<file path="src/rtl/jbr_pkg.sv">
package jbr_pkg;

  localparam int ADDR_W = 6;
  localparam int IR_W   = ADDR_W + 2;

  typedef enum logic [3:0] {
    ST_EXIT2_DR   = 4'h0,
    ST_EXIT1_DR   = 4'h1,
    ST_SHIFT_DR   = 4'h2,
    ST_PAUSE_DR   = 4'h3,
    ST_SELECT_IR  = 4'h4,
    ST_UPDATE_DR  = 4'h5,
    ST_CAPTURE_DR = 4'h6,
    ST_SELECT_DR  = 4'h7,
    ST_EXIT2_IR   = 4'h8,
    ST_EXIT1_IR   = 4'h9,
    ST_SHIFT_IR   = 4'hA,
    ST_PAUSE_IR   = 4'hB,
    ST_IDLE       = 4'hC,
    ST_UPDATE_IR  = 4'hD,
    ST_CAPTURE_IR = 4'hE,
    ST_RESET      = 4'hF
  } tap_st_e;

  typedef enum logic [2:0] {
    CMD_BYPASS    = 3'd0,
    CMD_MODESEL   = 3'd1,
    CMD_UNPARK    = 3'd2,
    CMD_PARKPAUSE = 3'd3
  } cmd_e;

  localparam logic [IR_W-1:0] OP_BYPASS    = 8'hFF;
  localparam logic [IR_W-1:0] OP_MODESEL   = 8'h8E;
  localparam logic [IR_W-1:0] OP_UNPARK    = 8'hE2;
  localparam logic [IR_W-1:0] OP_PARKPAUSE = 8'hE3;
  localparam logic [IR_W-1:0] OP_GOTOWAIT  = 8'hC3;
  localparam logic [IR_W-1:0] BCAST_CODE   = 8'hC0;

  function automatic cmd_e decode_op(logic [IR_W-1:0] op);
    cmd_e c;
    case (op)
      OP_MODESEL:   c = CMD_MODESEL;
      OP_UNPARK:    c = CMD_UNPARK;
      OP_PARKPAUSE: c = CMD_PARKPAUSE;
      default:      c = CMD_BYPASS;
    endcase
    return c;
  endfunction

endpackage

</file>
<file path="src/rtl/jbr_tap_ctrl.sv">
module jbr_tap_ctrl
  import jbr_pkg::*;
(
  input  logic    tck,
  input  logic    rst_n,
  input  logic    tms,
  output tap_st_e state
);

  tap_st_e state_d;

  always_comb begin
    state_d = state;
    case (state)
      ST_RESET:      state_d = tms ? ST_RESET     : ST_IDLE;
      ST_IDLE:       state_d = tms ? ST_SELECT_DR : ST_IDLE;
      ST_SELECT_DR:  state_d = tms ? ST_SELECT_IR : ST_CAPTURE_DR;
      ST_CAPTURE_DR: state_d = tms ? ST_EXIT1_DR  : ST_SHIFT_DR;
      ST_SHIFT_DR:   state_d = tms ? ST_EXIT1_DR  : ST_SHIFT_DR;
      ST_EXIT1_DR:   state_d = tms ? ST_UPDATE_DR : ST_PAUSE_DR;
      ST_PAUSE_DR:   state_d = tms ? ST_EXIT2_DR  : ST_PAUSE_DR;
      ST_EXIT2_DR:   state_d = tms ? ST_UPDATE_DR : ST_SHIFT_DR;
      ST_UPDATE_DR:  state_d = tms ? ST_SELECT_DR : ST_IDLE;
      ST_SELECT_IR:  state_d = tms ? ST_RESET     : ST_CAPTURE_IR;
      ST_CAPTURE_IR: state_d = tms ? ST_EXIT1_IR  : ST_SHIFT_IR;
      ST_SHIFT_IR:   state_d = tms ? ST_EXIT1_IR  : ST_SHIFT_IR;
      ST_EXIT1_IR:   state_d = tms ? ST_UPDATE_IR : ST_PAUSE_IR;
      ST_PAUSE_IR:   state_d = tms ? ST_EXIT2_IR  : ST_PAUSE_IR;
      ST_EXIT2_IR:   state_d = tms ? ST_UPDATE_IR : ST_SHIFT_IR;
      ST_UPDATE_IR:  state_d = tms ? ST_SELECT_DR : ST_IDLE;
      default:       state_d = ST_RESET;
    endcase
  end

  always_ff @(posedge tck or negedge rst_n) begin
    if (!rst_n) state <= ST_RESET;
    else        state <= state_d;
  end

  // five TMS-high edges always end in reset
  a_r10_tms_five_ones: assert property (@(posedge tck) disable iff (!rst_n)
    (tms && $past(tms) && $past(tms, 2) && $past(tms, 3) && $past(tms, 4))
      |=> (state == ST_RESET));

endmodule

</file>
<file path="src/rtl/jbr_ir_select.sv">
module jbr_ir_select
  import jbr_pkg::*;
(
  input  logic              tck,
  input  logic              rst_n,
  input  tap_st_e           state,
  input  logic              tdi,
  input  logic [ADDR_W-1:0] slot_addr,
  output logic              ir_lsb,
  output logic              sel_own,
  output logic              sel_bcast,
  output cmd_e              cmd
);

  logic [IR_W-1:0] ir_q, ir_d;
  logic            own_d, bc_d;
  cmd_e            cmd_d;
  logic            waiting;

  assign waiting = !sel_own && !sel_bcast;
  assign ir_lsb  = ir_q[0];

  always_comb begin
    ir_d  = ir_q;
    own_d = sel_own;
    bc_d  = sel_bcast;
    cmd_d = cmd;
    case (state)
      ST_CAPTURE_IR: ir_d = {slot_addr, 2'b01};
      ST_SHIFT_IR:   ir_d = {tdi, ir_q[IR_W-1:1]};
      ST_UPDATE_IR: begin
        if (waiting) begin
          if (ir_q == {2'b00, slot_addr}) own_d = 1'b1;
          else if (ir_q == BCAST_CODE)    bc_d  = 1'b1;
        end else if (ir_q == OP_GOTOWAIT) begin
          own_d = 1'b0;
          bc_d  = 1'b0;
          cmd_d = CMD_BYPASS;
        end else begin
          cmd_d = decode_op(ir_q);
        end
      end
      ST_RESET: begin
        own_d = 1'b0;
        bc_d  = 1'b0;
        cmd_d = CMD_BYPASS;
      end
      default: ;
    endcase
  end

  always_ff @(posedge tck or negedge rst_n) begin
    if (!rst_n) begin
      ir_q      <= {IR_W{1'b0}};
      sel_own   <= 1'b0;
      sel_bcast <= 1'b0;
      cmd       <= CMD_BYPASS;
    end else begin
      ir_q      <= ir_d;
      sel_own   <= own_d;
      sel_bcast <= bc_d;
      cmd       <= cmd_d;
    end
  end

  // own-address and broadcast selection never coexist
  a_r3_sel_exclusive: assert property (@(posedge tck) disable iff (!rst_n)
    !(sel_own && sel_bcast));

  // matching address in the waiting condition selects at Update-IR
  a_r3_own_select: assert property (@(posedge tck) disable iff (!rst_n)
    (state == ST_UPDATE_IR && !sel_own && !sel_bcast && ir_q == {2'b00, slot_addr})
      |=> (sel_own && !sel_bcast));

  // GOTOWAIT from a selected condition returns to waiting
  a_r9_gotowait_leaves: assert property (@(posedge tck) disable iff (!rst_n)
    (state == ST_UPDATE_IR && (sel_own || sel_bcast) && ir_q == OP_GOTOWAIT)
      |=> (!sel_own && !sel_bcast && cmd == CMD_BYPASS));

  // an unselected bridge always presents BYPASS
  a_r6_wait_is_bypass: assert property (@(posedge tck) disable iff (!rst_n)
    (!sel_own && !sel_bcast) |-> (cmd == CMD_BYPASS));

endmodule

</file>
<file path="src/rtl/jbr_dr_path.sv">
module jbr_dr_path
  import jbr_pkg::*;
#(
  parameter int              MODE_W   = 8,
  parameter logic [MODE_W-1:0] MODE_RST = 1
) (
  input  logic              tck,
  input  logic              rst_n,
  input  tap_st_e           state,
  input  logic              tdi,
  input  cmd_e              cmd,
  output logic              dr_lsb,
  output logic [MODE_W-1:0] mode
);

  logic              byp_q, byp_d;
  logic [MODE_W-1:0] msr_q, msr_d;
  logic [MODE_W-1:0] mode_d;
  logic              use_mode;

  assign use_mode = (cmd == CMD_MODESEL);
  assign dr_lsb   = use_mode ? msr_q[0] : byp_q;

  always_comb begin
    byp_d  = byp_q;
    msr_d  = msr_q;
    mode_d = mode;
    case (state)
      ST_CAPTURE_DR: begin
        byp_d = 1'b0;
        if (use_mode) msr_d = mode;
      end
      ST_SHIFT_DR: begin
        byp_d = tdi;
        if (use_mode) msr_d = {tdi, msr_q[MODE_W-1:1]};
      end
      ST_UPDATE_DR: if (use_mode) mode_d = msr_q;
      ST_RESET:     mode_d = MODE_RST;
      default: ;
    endcase
  end

  always_ff @(posedge tck or negedge rst_n) begin
    if (!rst_n) begin
      byp_q <= 1'b0;
      msr_q <= {MODE_W{1'b0}};
      mode  <= MODE_RST;
    end else begin
      byp_q <= byp_d;
      msr_q <= msr_d;
      mode  <= mode_d;
    end
  end

  // the mode register moves only at Update-DR or in reset
  a_r8_mode_hold: assert property (@(posedge tck) disable iff (!rst_n)
    (state != ST_UPDATE_DR && state != ST_RESET) |=> $stable(mode));

endmodule

</file>
<file path="src/rtl/jbr_bridge.sv">
module jbr_bridge
  import jbr_pkg::*;
#(
  parameter int                MODE_W   = 8,
  parameter logic [MODE_W-1:0] MODE_RST = 1
) (
  input  logic              tck_i,
  input  logic              tms_i,
  input  logic              tdi_i,
  input  logic              trst_n_i,
  input  logic [ADDR_W-1:0] slot_addr_i,
  output logic              tdo_o,
  output logic              tdo_oe_o,
  output logic [3:0]        tap_state_o,
  output logic              selected_o,
  output logic              bcast_o,
  output logic [2:0]        cmd_o,
  output logic [MODE_W-1:0] mode_o
);

  logic    rst_meta, rst_n;
  tap_st_e state;
  logic    ir_lsb, dr_lsb;
  logic    sel_own, sel_bcast;
  cmd_e    cmd;
  logic    in_shift, tdo_d, oe_d;

  // asynchronous assertion, release aligned to TCK
  always_ff @(posedge tck_i or negedge trst_n_i) begin
    if (!trst_n_i) begin
      rst_meta <= 1'b0;
      rst_n    <= 1'b0;
    end else begin
      rst_meta <= 1'b1;
      rst_n    <= rst_meta;
    end
  end

  jbr_tap_ctrl u_tap (
    .tck   (tck_i),
    .rst_n (rst_n),
    .tms   (tms_i),
    .state (state)
  );

  jbr_ir_select u_ir (
    .tck       (tck_i),
    .rst_n     (rst_n),
    .state     (state),
    .tdi       (tdi_i),
    .slot_addr (slot_addr_i),
    .ir_lsb    (ir_lsb),
    .sel_own   (sel_own),
    .sel_bcast (sel_bcast),
    .cmd       (cmd)
  );

  jbr_dr_path #(.MODE_W(MODE_W), .MODE_RST(MODE_RST)) u_dr (
    .tck    (tck_i),
    .rst_n  (rst_n),
    .state  (state),
    .tdi    (tdi_i),
    .cmd    (cmd),
    .dr_lsb (dr_lsb),
    .mode   (mode_o)
  );

  assign in_shift = (state == ST_SHIFT_IR) || (state == ST_SHIFT_DR);
  assign tdo_d    = (state == ST_SHIFT_IR) ? ir_lsb : dr_lsb;
  assign oe_d     = in_shift && sel_own;

  always_ff @(negedge tck_i or negedge rst_n) begin
    if (!rst_n) begin
      tdo_o    <= 1'b1;
      tdo_oe_o <= 1'b0;
    end else begin
      tdo_oe_o <= oe_d;
      if (in_shift) tdo_o <= tdo_d;
    end
  end

  assign tap_state_o = state;
  assign selected_o  = sel_own || sel_bcast;
  assign bcast_o     = sel_bcast;
  assign cmd_o       = cmd;

  // a broadcast-selected bridge never drives the shared line
  a_r4_bcast_quiet: assert property (@(posedge tck_i) disable iff (!rst_n)
    bcast_o |-> !tdo_oe_o);

  // the driver is enabled only inside a shift state
  a_r11_oe_in_shift: assert property (@(posedge tck_i) disable iff (!rst_n)
    tdo_oe_o |-> (tap_state_o == ST_SHIFT_IR || tap_state_o == ST_SHIFT_DR));

  // an unselected bridge leaves the line undriven
  a_r2_wait_no_drive: assert property (@(posedge tck_i) disable iff (!rst_n)
    (!selected_o && !$past(selected_o)) |-> !tdo_oe_o);

endmodule

</file>
<file path="config.mk">
export PLATFORM = sky130hd
export DESIGN_NAME = jbr_bridge
export DESIGN_NICKNAME = d
export VERILOG_FILES = /design/src/rtl/jbr_pkg.sv /design/src/rtl/jbr_tap_ctrl.sv /design/src/rtl/jbr_ir_select.sv /design/src/rtl/jbr_dr_path.sv /design/src/rtl/jbr_bridge.sv
export SDC_FILE = /design/constraint.sdc
export NUM_CORES = 1
export LEC_CHECK = 0
export BUFFER_PORTS_ARGS = -buffer_cell sky130_fd_sc_hd__buf_2
export CORE_MARGIN = 2
export CORE_UTILIZATION = 50
export CTS_BUF_LIST = sky130_fd_sc_hd__clkbuf_16
export DETAILED_ROUTE_END_ITERATION = 10
export PLACE_DENSITY = 0.86
export SYNTH_ARGS = -nofsm -noshare
export SYNTH_HDL_FRONTEND = slang
export SYNTH_SLANG_ARGS = --single-unit
export TNS_END_PERCENT = 20
</file>
<file path="constraint.sdc">
create_clock -name tck_i -period 1.1 [get_ports tck_i]
set_clock_uncertainty 0.05 [all_clocks]
set_input_delay 0.22 -clock tck_i [delete_from_list [all_inputs] [get_ports tck_i]]
set_output_delay 0.22 -clock tck_i [all_outputs]
set_load 0.01 [all_outputs]
</file>
-- Word level (Yosys, flattened, before mapping)
Index checks and enable logic that the tools add are counted.
- register bits after elaboration: 38
- bits of input ports: 10
- output and inout bits: 19
- word-level logic and storage cells: 95
- eq/ne operators: 30
- muxes and demuxes: 34
- reductions and logical operators: 19
- operators with widths (operator ; count):
    one-hot mux 4 bit (12 select lines) ; 1
    one-hot mux 8 bit (2 select lines) ; 3
    equality test 8 bit, second input constant ; 5
    equality test 4 bit, second input constant ; 8
    two-way mux 8 bit ; 3
    two-way mux 3 bit ; 6
    equality test 4 x 3 -> 1 bit, second input constant ; 4
    two-way mux 2 bit ; 6
    two-way mux 1 bit ; 9
    != test 3 bit, second input constant ; 3
    equality test 4 x 2 -> 1 bit, second input constant ; 2
    equality test 8 x 6 -> 1 bit ; 1
    nonzero test 2 bit ; 4
    != test 2 x 1 -> 1 bit, second input constant ; 3
    one-hot mux 1 bit (2 select lines) ; 3
    one-hot mux 2 bit (3 select lines) ; 1
    one-hot mux 3 bit (2 select lines) ; 1
    AND reduction 3 bit ; 2
    equality test 4 x 1 -> 1 bit, second input constant ; 1
    logical NOT 4 bit ; 1
    two-way mux 4 bit ; 1
    AND reduction 2 bit ; 2
    AND reduction 4 bit ; 1
    OR reduction 2 bit ; 2
    7 further kinds ; 10

-- Longest topological paths before layout
- word-level depth: 5
- depth in mapped cells: 6
- mapped depth without buffers: 4

-- Modules after synthesis
A second synthesis with hierarchy kept.
- cells, all modules: 171
- area total of the unflattened synthesis: 1884.3 µm²
- modules (own cells, without submodules) (module ; instances ; cells each ; area each (µm²) ; seq. area each (µm²)):
    jbr_dr_path ; 1 ; 67 ; 829.5 ; 426.7
    jbr_ir_select ; 1 ; 74 ; 693.2 ; 300.3
    jbr_tap_ctrl ; 1 ; 19 ; 197.7 ; 105.1
    jbr_bridge ; 1 ; 11 ; 163.9 ; 101.3

==> reports/summary.txt <==
Largest cells by area after synthesis -> dfrtp_1, dfstp_2, mux2i_1, nand2_1, a22o_1
GPL Wtd Cong -> 0.878
Worst path max stage delay -> 0.54 ns
Slowest library cell on the worst path -> dfstp_2
Max VDD drop -> 1.58 mV
Number of global-route vias before repair -> 1832
Diode count -> 0
Pwr dens -> 2600 nW/um2
Xor/xnor share of the synthesized area -> 0.0290
Setup Viol. Count Final -> 51
Post-Syn Area -> 1810 um2
Hold Violations, Final -> 0
Critical path data required time -> 0.83 ns
Starting Density -> 0.530
WL per Instance -> 21.9 um
Net Switching -> 2.63 mW
Logic pwr share -> 0.484
Commonest cells after routing, fill and taps aside -> buf_4, dfrtp_1, buf_6
Routed vias/inst -> 6.04
Inserted Clock Buffers -> 5
Hold Crit Class -> primary input to async pin
CTS max path bufs -> 2
Critical path buffers and inverters -> 1
Clock network fraction of total power -> 0.253
DRT Pass-1 Iters -> 4
Post-synth top area share -> 0.415
Synth async-reset ratio -> 1.00
Flops & latches, synth -> 37
Die area -> 4120 um2
Remaining DRCs -> 0
Top_reg_cell synth -> dfrtp_1
Synth Warn # -> 0
Crit Path Max Fanout -> 2
Worst-Skew Late Latency -> 0.29 ns
Total congestion overflow -> 0
Static leakage power -> 1.35 nW
WP data arrival -> 1.55 ns
Crit Path Class -> flip-flop to output pin
1st-iter DRT viols -> 157
Final core utilization -> 0.844
Number of I/O pins -> 29
Post-Route WL -> 6670 um
Mux contribution to synthesized area -> 0.0851
Std cell rows -> 21
Failing checks -> negative setup slack
RSZ-0062 raised after global routing -> yes
H-tree lvl count -> 2
Largest family of logic cells by synthesized area -> simple AND/OR/NAND/NOR gates
Final slew viol count -> 0
Synth Area in Simple Gates -> 0.172
Maxcap violations -> 0
Crit path launch type -> flip-flop
Die Wd -> 64.2 um
CTS clock-pin slew for the worst setup and hold paths -> 0.06 ns
Compound-cell area share of the yosys netlist -> 0.152
HPWL Detailed -> 3090 um
Crit path cell chain -> buf_6
Synth cell types -> 42
Post-synth top area cell -> dfrtp_1
Setup ws final -> -0.719 ns
Net Sw Frac -> 0.351
Sequential share of the synthesized area -> 0.516
Nets -> 267
Synth-to-Final Area Change -> 59.3%
CTS Root Buffer Type -> clkbuf_16
Port Buffers -> 27
Status -> complete, but fails checks
Clk sink count -> 37
CORE AREA -> 3420 um2
Top Family by Delay on Critical Path -> flip-flops
Post-synth EDFFs -> 0
Die height -> 64.2 um
Post-synthesis adder-cell area fraction -> 0
Wire length of the first global-routing pass -> 9950 um
DR vias -> 1836
Total track usage -> 0.339
CP endpoint kind -> output pin
Final Power -> 7.50 mW
Antenna violations before repair -> 0
R2R depth -> 6
Share of post-route cells with drive strength above 1 -> 0.496
CTS tree -> done
DRT antenna net count -> 0
Critical path depth -> 1
Most common cell after layout, fill and taps aside -> buf_4
P_int -> 4.87 mW
Mapped Cells -> 177
Largest net degree at the start of global routing -> 33
Synth Net Count -> 187
Seq pwr share -> 0.263
Synthesized area per cell -> 10.2 um2
==> power by group through the flow <==
stage / clock [mW] / combinational [mW] / sequential (mW)
final: 1.90 / 3.64 / 1.97
after global routing: 1.96 / 3.84 / 1.98
after CTS: 1.88 / 3.12 / 1.95
after detailed placement: 0.0114 / 2.39 / 1.95
after global placement: 0.0114 / 2.30 / 1.92
after floorplan: 0.0114 / 1.36 / 1.98
==> state kept, by name, indices dropped and copies added (netlist names) <==
name / cells
u_dr.mode: 8
u_dr.msr_q: 8
u_ir.ir_q: 8
u_tap.state: 4
u_ir.cmd: 2
rst_meta: 1
rst_n: 1
tdo_o: 1
tdo_oe_o: 1
u_dr.byp_q: 1
u_ir.sel_bcast: 1
u_ir.sel_own: 1
==> layer usage <==
metal,vias to the layer above,GRT usage,wire [um]
met3,27,0.0722,513
met1,915,0.409,2660
li1,779,-,-
met5,-,0,0
met2,115,0.547,3190
met4,0,0.223,303
==> worst paths after layout <==
check / from / end / slack (ns)
min in group tck_i: slot_addr_i[5] / u_ir.ir_q[7] / 0.19
max in group asynchronous: rst_n / tdo_o / 0.26
min reg2reg: rst_n / u_tap.state[1] / 0.24
max reg2reg: u_tap.state[1] / u_dr.msr_q[2] / -0.63
max: tdo_o / tdo_o / -0.72
min: trst_n_i / rst_n / 0.19
==> cell type report <==
type,instances,area (um2)
Clock buffer,5,125
Clock inverter,4,68.8
Fill cell,164,534
Inverter,5,18.8
Multi-Input combinational cell,123,978
Sequential cell,37,937
Tap cell,46,57.6
Timing Repair Buffer,84,696
==> kinds of logic after synthesis <==
kind of cell,count (synthesis)
muxes,15
other,2
buffers and inverters,17
DFF,37
AOI/OAI and AO/OA,44
and+or+nand+nor,56
xor gates and xnor gates,6
==> cells in the mapped netlist (4+ instances only) <==
library cell and n:
inv_1 6, buf_2 6, nor2_1 6, o21ai_1 9, a22o_1 8, dfstp_2 6
xnor2_1 6, a21oi_1 6, dfrtp_1 30, o21ai_0 12, nand2_1 24, nor2b_1 4
mux2i_1 12
==> what timing repair did <==
item / 4_1_cts / 5_1_grt
endpoints found under the setup margin: 49 / 53
resized for setup: 50 / 19
pin swaps: 9 / 6
cloned: 1 / 0
hold endpoints to repair: 2 / 0
hold buffers: 1 / 0
buffers inserted: 12 / 6
==> metrics by stage <==
step | hold WS (ns) | cell area (um2) | std cells | worst slack, ns | TNS [ns]
floorplan | -0.126 | 1860 | 177 | -0.820 | -14.34
global placement | -0.0421 | 2280 | 278 | -0.585 | -13.77
detailed placement | -0.0418 | 2280 | 278 | -0.636 | -14.76
CTS | 0.186 | 2770 | 300 | -0.705 | -16.91
global route | 0.193 | 2880 | 304 | -0.742 | -20.82
finish | 0.187 | 2880 | 304 | -0.719 | -18.97
Power figures use the tool's default switching activity.
